**config.mk**
```make
export PLATFORM = sky130hd
export DESIGN_NAME = uart_stat_reg
export DESIGN_NICKNAME = d
export VERILOG_FILES = /design/src/rtl/uart_stat_pkg.sv /design/src/rtl/uart_err_bank.sv /design/src/rtl/uart_rx_full_fsm.sv /design/src/rtl/uart_tx_empty_fsm.sv /design/src/rtl/uart_stat_reg.sv
export SDC_FILE = /design/constraint.sdc
export NUM_CORES = 1
export LEC_CHECK = 0
export BUFFER_PORTS_ARGS = -buffer_cell sky130_fd_sc_hd__buf_4
export CAP_MARGIN = 20
export CORE_AREA = 5 5 42 44
export DETAILED_ROUTE_END_ITERATION = 8
export DIE_AREA = 0 0 47 49
export GPL_TIMING_DRIVEN = 0
export MAX_ROUTING_LAYER = met4
export PLACE_DENSITY = 0.59
export SETUP_SLACK_MARGIN = 0.15
export SLEW_MARGIN = 15
export SYNTH_ARGS = -nofsm -noshare
export SYNTH_HDL_FRONTEND = slang
export SYNTH_HIERARCHICAL = 1
export SYNTH_SLANG_ARGS = --single-unit
```
**constraint.sdc**
```tcl
create_clock -name clk -period 0.9 [get_ports clk]
set_input_delay 0.135 -clock clk [delete_from_list [all_inputs] [get_ports clk]]
set_output_delay 0.135 -clock clk [all_outputs]
set_load 0.01 [all_outputs]
```
**src/rtl/uart_stat_pkg.sv**
```systemverilog
package uart_stat_pkg;
    localparam int REG_W   = 8;
    localparam int NUM_ERR = 3;
    localparam int CTL_W   = 3;
    // positions inside the status byte (bit 7..0 = register bits 15..8)
    localparam int POS_PAR  = 7;
    localparam int POS_OVR  = 6;
    localparam int POS_FRM  = 5;
    localparam int POS_FULL = 4;
    localparam int POS_TXE  = 3;
    localparam int POS_CLR  = 2;
    localparam int POS_RIE  = 1;
    localparam int POS_TIE  = 0;

    typedef enum logic {RX_IDLE = 1'b0, RX_HELD = 1'b1} rx_state_t;
    typedef enum logic {TX_BUSY = 1'b0, TX_FREE = 1'b1} tx_state_t;
    typedef enum logic {ERR_CLEAR = 1'b0, ERR_SET = 1'b1} err_state_t;
endpackage

```
**src/rtl/uart_err_bank.sv**
```systemverilog
module uart_err_bank
    import uart_stat_pkg::*;
#(
    parameter int N = NUM_ERR
) (
    input  logic         clk,
    input  logic         rst_n,
    input  logic [N-1:0] ev,
    input  logic         clr,
    output logic [N-1:0] flag
);
    for (genvar i = 0; i < N; i++) begin : g_flag
        err_state_t st_q, st_d;

        always_comb begin
            st_d = st_q;
            unique case (st_q)
                ERR_CLEAR: if (ev[i]) st_d = ERR_SET;
                ERR_SET:   if (clr && !ev[i]) st_d = ERR_CLEAR;
                default:   st_d = ERR_CLEAR;
            endcase
        end

        always_ff @(posedge clk or negedge rst_n) begin
            if (!rst_n) st_q <= ERR_CLEAR;
            else        st_q <= st_d;
        end

        assign flag[i] = (st_q == ERR_SET);

        p_set_r2: assert property (@(posedge clk) disable iff (!rst_n)
            ev[i] |=> flag[i]);
        p_sticky_r2: assert property (@(posedge clk) disable iff (!rst_n)
            (flag[i] && !clr) |=> flag[i]);
        p_clear_r3: assert property (@(posedge clk) disable iff (!rst_n)
            (clr && !ev[i]) |=> !flag[i]);
        p_set_wins_r4: assert property (@(posedge clk) disable iff (!rst_n)
            (clr && ev[i]) |=> flag[i]);
    end
endmodule

```
**src/rtl/uart_rx_full_fsm.sv**
```systemverilog
module uart_rx_full_fsm
    import uart_stat_pkg::*;
(
    input  logic clk,
    input  logic rst_n,
    input  logic load,
    input  logic rd,
    output logic full
);
    rx_state_t st_q, st_d;

    always_comb begin
        st_d = st_q;
        unique case (st_q)
            RX_IDLE: if (load) st_d = RX_HELD;
            RX_HELD: if (rd && !load) st_d = RX_IDLE;
            default: st_d = RX_IDLE;
        endcase
    end

    always_ff @(posedge clk or negedge rst_n) begin
        if (!rst_n) st_q <= RX_IDLE;
        else        st_q <= st_d;
    end

    assign full = (st_q == RX_HELD);

    p_load_wins_r5: assert property (@(posedge clk) disable iff (!rst_n)
        load |=> full);
    p_read_clears_r5: assert property (@(posedge clk) disable iff (!rst_n)
        (rd && !load) |=> !full);
endmodule

```
**src/rtl/uart_tx_empty_fsm.sv**
```systemverilog
module uart_tx_empty_fsm
    import uart_stat_pkg::*;
(
    input  logic clk,
    input  logic rst_n,
    input  logic wr_buf,
    input  logic take,
    output logic empty
);
    tx_state_t st_q, st_d;

    always_comb begin
        st_d = st_q;
        unique case (st_q)
            TX_FREE: if (wr_buf && !take) st_d = TX_BUSY;
            TX_BUSY: if (take) st_d = TX_FREE;
            default: st_d = TX_FREE;
        endcase
    end

    always_ff @(posedge clk or negedge rst_n) begin
        if (!rst_n) st_q <= TX_FREE;
        else        st_q <= st_d;
    end

    assign empty = (st_q == TX_FREE);

    p_take_sets_r6: assert property (@(posedge clk) disable iff (!rst_n)
        take |=> empty);
    p_write_clears_r6: assert property (@(posedge clk) disable iff (!rst_n)
        (wr_buf && !take) |=> !empty);
endmodule

```
**src/rtl/uart_stat_reg.sv**
```systemverilog
module uart_stat_reg
    import uart_stat_pkg::*;
(
    input  logic             clk,
    input  logic             rst_n,
    input  logic             ev_par,
    input  logic             ev_ovr,
    input  logic             ev_frm,
    input  logic             ev_rx_load,
    input  logic             ev_tx_load,
    input  logic             ev_tx_take,
    input  logic             stat_rd,
    input  logic             data_rd,
    input  logic             wr_en,
    input  logic [REG_W-1:0] wr_data,
    output logic [REG_W-1:0] rd_stat,
    output logic             rx_data_valid,
    output logic             irq_rx,
    output logic             irq_tx
);
    logic [NUM_ERR-1:0] err_ev, err;
    logic [CTL_W-1:0]   ctl_q;
    logic               clr_req, full, empty;

    assign err_ev  = {ev_par, ev_ovr, ev_frm};
    assign clr_req = wr_en && !wr_data[POS_CLR];

    uart_err_bank #(.N(NUM_ERR)) u_err (
        .clk(clk), .rst_n(rst_n), .ev(err_ev), .clr(clr_req), .flag(err)
    );

    uart_rx_full_fsm u_rx (
        .clk(clk), .rst_n(rst_n), .load(ev_rx_load), .rd(data_rd), .full(full)
    );

    uart_tx_empty_fsm u_tx (
        .clk(clk), .rst_n(rst_n), .wr_buf(ev_tx_load), .take(ev_tx_take), .empty(empty)
    );

    // writable control bits: bit-order select / clear request, rx enable, tx enable
    always_ff @(posedge clk or negedge rst_n) begin
        if (!rst_n)     ctl_q <= '0;
        else if (wr_en) ctl_q <= wr_data[CTL_W-1:0];
    end

    always_comb begin
        rd_stat                = '0;
        rd_stat[POS_PAR:POS_FRM] = err;
        rd_stat[POS_FULL]      = full;
        rd_stat[POS_TXE]       = empty;
        rd_stat[CTL_W-1:0]     = ctl_q;
        rx_data_valid          = ~|err;
        irq_rx                 = ctl_q[POS_RIE] && (full || (|err));
        irq_tx                 = ctl_q[POS_TIE] && empty;
    end

    p_stat_read_keeps_r2: assert property (@(posedge clk) disable iff (!rst_n)
        (stat_rd && rd_stat[POS_PAR] && !clr_req) |=> rd_stat[POS_PAR]);
    p_ctl_store_r7: assert property (@(posedge clk) disable iff (!rst_n)
        wr_en |=> (rd_stat[CTL_W-1:0] == $past(wr_data[CTL_W-1:0])));
    p_ro_bits_r7: assert property (@(posedge clk) disable iff (!rst_n)
        (wr_en && (|wr_data[REG_W-1:CTL_W]) && wr_data[POS_CLR] && !(|err_ev)
         && !ev_rx_load && !data_rd && !ev_tx_load && !ev_tx_take)
        |=> $stable(rd_stat[REG_W-1:CTL_W]));
    p_invalid_r8: assert property (@(posedge clk) disable iff (!rst_n)
        ev_ovr |=> !rx_data_valid);
    p_irq_rx_r9: assert property (@(posedge clk) disable iff (!rst_n)
        (ev_rx_load && ctl_q[POS_RIE] && !wr_en) |=> irq_rx);
    p_irq_tx_r10: assert property (@(posedge clk) disable iff (!rst_n)
        (ev_tx_take && ctl_q[POS_TIE] && !wr_en) |=> irq_tx);
endmodule

```
==> summary.md <==
| Metric | Value |
|---|---|
| Status | `finished with violations` |
| Violated checks | `setup timing` |
| F_max | `0.690 GHz` |
| Sink Count | `8` |
| Post-Syn Nets | `47` |
| DR WL met2 | `459 um` |
| Met3 wire length | `95 um` |
| Die area | `0.00230 mm^2` |
| Clock latency on the worst-skew pair | `0.25 ns` |
| WL final | `877 um` |
| Synth warn | `6` |
| Multi-input logic area | `111 um^2` |
| Cell area after synthesis | `350 um^2` |
| Worst slew pin tran | `0.132 ns` |
| # setup viols final | `11` |
| Antenna Nets Post-Route | `0` |
| Core area | `0.00140 mm^2` |
| HP Class | `primary input to flip-flop` |
| Worst Setup Slack, final | `-0.550 ns` |
| Clk slew on worst S/H paths | `0.06 ns` |
| Unrepaired setup endpoints after global routing | `true` |
| Final HPWL from detailed placement | `660 um` |
| Synth Area per Inst | `12.5 um^2` |
| Row cnt | `14` |
| Largest net degree at the start of global routing | `9` |
| Uppermost layer routed | `met3` |
| Vias in the first global route | `346` |
| Finished Cell Area | `703 um^2` |
| Layout area overhead | `101%` |
| CTS max path bufs | `2` |
| Cell Count, Final, Fillers Out | `78` |
| Layout cells sized above 1 | `0.694` |
| Slew Limit Fails | `0` |
| Placed inst area | `553 um^2` |
| Diodes inserted | `0` |
| Clk_skew | `0 ns` |
| Hold Vio Cnt, Final | `0` |
| IO Port Bufs | `23` |
| Peak VDD IR | `0.782 mV` |
| Tcrit/Tclk final | `1.61` |
| Final nets | `82` |
| Worst endpoint data arrival time | `1.32 ns` |
| Die Y | `49 um` |
| Top cell type's share of synthesized area | `0.500` |
| GRT Util Overall | `0.0875` |
| GRT overflow | `0` |
| DR WL/cell | `11.2 um` |
| Fillers | `140` |
| Initial Utilization | `0.250` |
| Post-Place Worst Slack | `-0.279 ns` |
| H-tree levels | `1` |
| PwrDens | `1400 mW/mm^2` |
| Gpl congestion | `0.594` |
| Cells after synthesis | `28` |
| Leakage Power | `0.000352 uW` |
| Synth area leader | `dfrtp_1` |
| Seq. cell area | `201 um^2` |
| Netlist cell types | `10` |
| First-pass GRT wire length | `1340 um` |
| Number of vias in the routed layout | `318` |
| DRT iter0 DRCs | `0` |
| Sequential share of the synthesized area | `0.575` |
| Critical path class | `flip-flop to output pin` |
| Crit-path max FO | `2` |
| CP endpoint kind | `output pin` |
| # IOs | `30` |
| Initial antenna violation count | `0` |
| Fin Setup TNS | `-2.30 ns` |
| Max-slew headroom | `0.912` |
| Post-Place Cells | `67` |
| CTS tree | `built` |
| Met1 WL | `322 um` |
| WP data required | `0.76 ns` |
| Minimum clock period | `1.45 ns` |
| Synth top area cells | `dfrtp_1 50%, a21o_1 11%, buf_4 11%, mux2_2 9.6%, dfstp_2 7.5%` |
| Max cap viols | `0` |
| Die W | `47 um` |
| Clock Tree Root | `clkbuf_4` |
| Synthesis-stage register bit count | `8` |
| Worst Setup Start Kind | `flip-flop` |
| Drc violations | `0` |
| Drt pass-1 iters | `1` |
| Via density | `4.08` |
| Num CTS Buffers | `3` |
==> metrics by stage <==
stage	util	hold slack [ns]	power [uW]
finish	0.502	0.0569	985
global route	0.502	0.0393	1060
CTS	0.488	0.0423	1000
detailed placement	0.395	-0.0397	624
global placement	0.395	-0.0404	620
floorplan	-	-0.161	504
==> metal layers <==
layer / GRT usage / vias to the layer above
li1: - / 156
met1: 0.0862 / 145
met2: 0.136 / 17
met3: 0.0369 / 0
met4: 0.0553 / 0
met5: - / -
==> registers in the layout, summed over array words and instances, names as in the netlist <==
| name | count |
|---|---|
| u_tx/empty | 1 |
| u_rx/full | 1 |
| u_err/g_flag.st_q | 3 |
| ctl_q | 3 |
==> synth_stat cells, drive strengths merged <==
library cell  count
dfstp             1
dfrtp             7
a21o              5
and2              1
inv               3
buf               5
nor3              1
o41a              1
nor2b             1
mux2              3
==> layout make-up <==
class / instances / share of cell area
Timing Repair Buffer: 30 / 0.393
Sequential cell: 8 / 0.286
Multi-Input combinational cell: 12 / 0.158
Buffer: 5 / 0.0801
Clock buffer: 4 / 0.0374
Tap cell: 16 / 0.0285
Inverter: 3 / 0.0160
==> critical path, cell delays in order, from the launching register on <==
cell and delay [ns]:
dfrtp_1 0.39, buf_6 0.12, o41a_1 0.40, buf_4 0.15
==> cells by family (layout without fill, tap and decap cells) <==
group	Yosys count	count (layout)	share of synthesized area
AO/OA/AOI/OAI	6	6	0.139
buffers and inverters	8	42	0.139
flip-flops	8	8	0.575
multiplexers	3	3	0.0964
AND/OR/NAND/NOR	3	3	0.0500
==> power by group <==
group / leakage (uW) / switching (uW) / internal, uW
logic: 0.000250 / 85.8 / 193
registers: 0.0000864 / 24.4 / 391
clock network: 0.0000150 / 121 / 169
total: 0.000352 / 231 / 754
==> what timing repair did <==
item,CTS,global route
gates resized for setup,15,3
hold buffers,1,0
hold endpoints to repair,8,0
gates cloned,0,0
setup endpoints to repair,13,17
pin swaps,4,2
buffers inserted,5,1
==> worst paths after layout <==
path	start	endpoint	slack (ns)	depth (start not counted)
setup reg to reg	u_err/g_flag[1].st_q	u_err/g_flag[1].st_q	0.02	3
setup / recovery	u_err/g_flag[2].st_q	irq_rx	-0.55	3
hold reg to reg	u_err/g_flag[0].st_q	u_err/g_flag[0].st_q	0.50	1
hold / removal	ev_frm	u_err/g_flag[0].st_q	0.06	2
max in group asynchronous	rst_n	u_tx/empty	0.46	2
min in group asynchronous	rst_n	u_err/g_flag[1].st_q	0.23	2
==> placed cells by master (no fill, tap or decap), types with 2 or more instances in the layout <==
master	count
mux2_2	2
clkbuf_4	3
buf_6	18
a21o_1	5
buf_4	16
dfrtp_1	7
inv_1	3
Note: power is estimated with default switching activity, not from simulation.
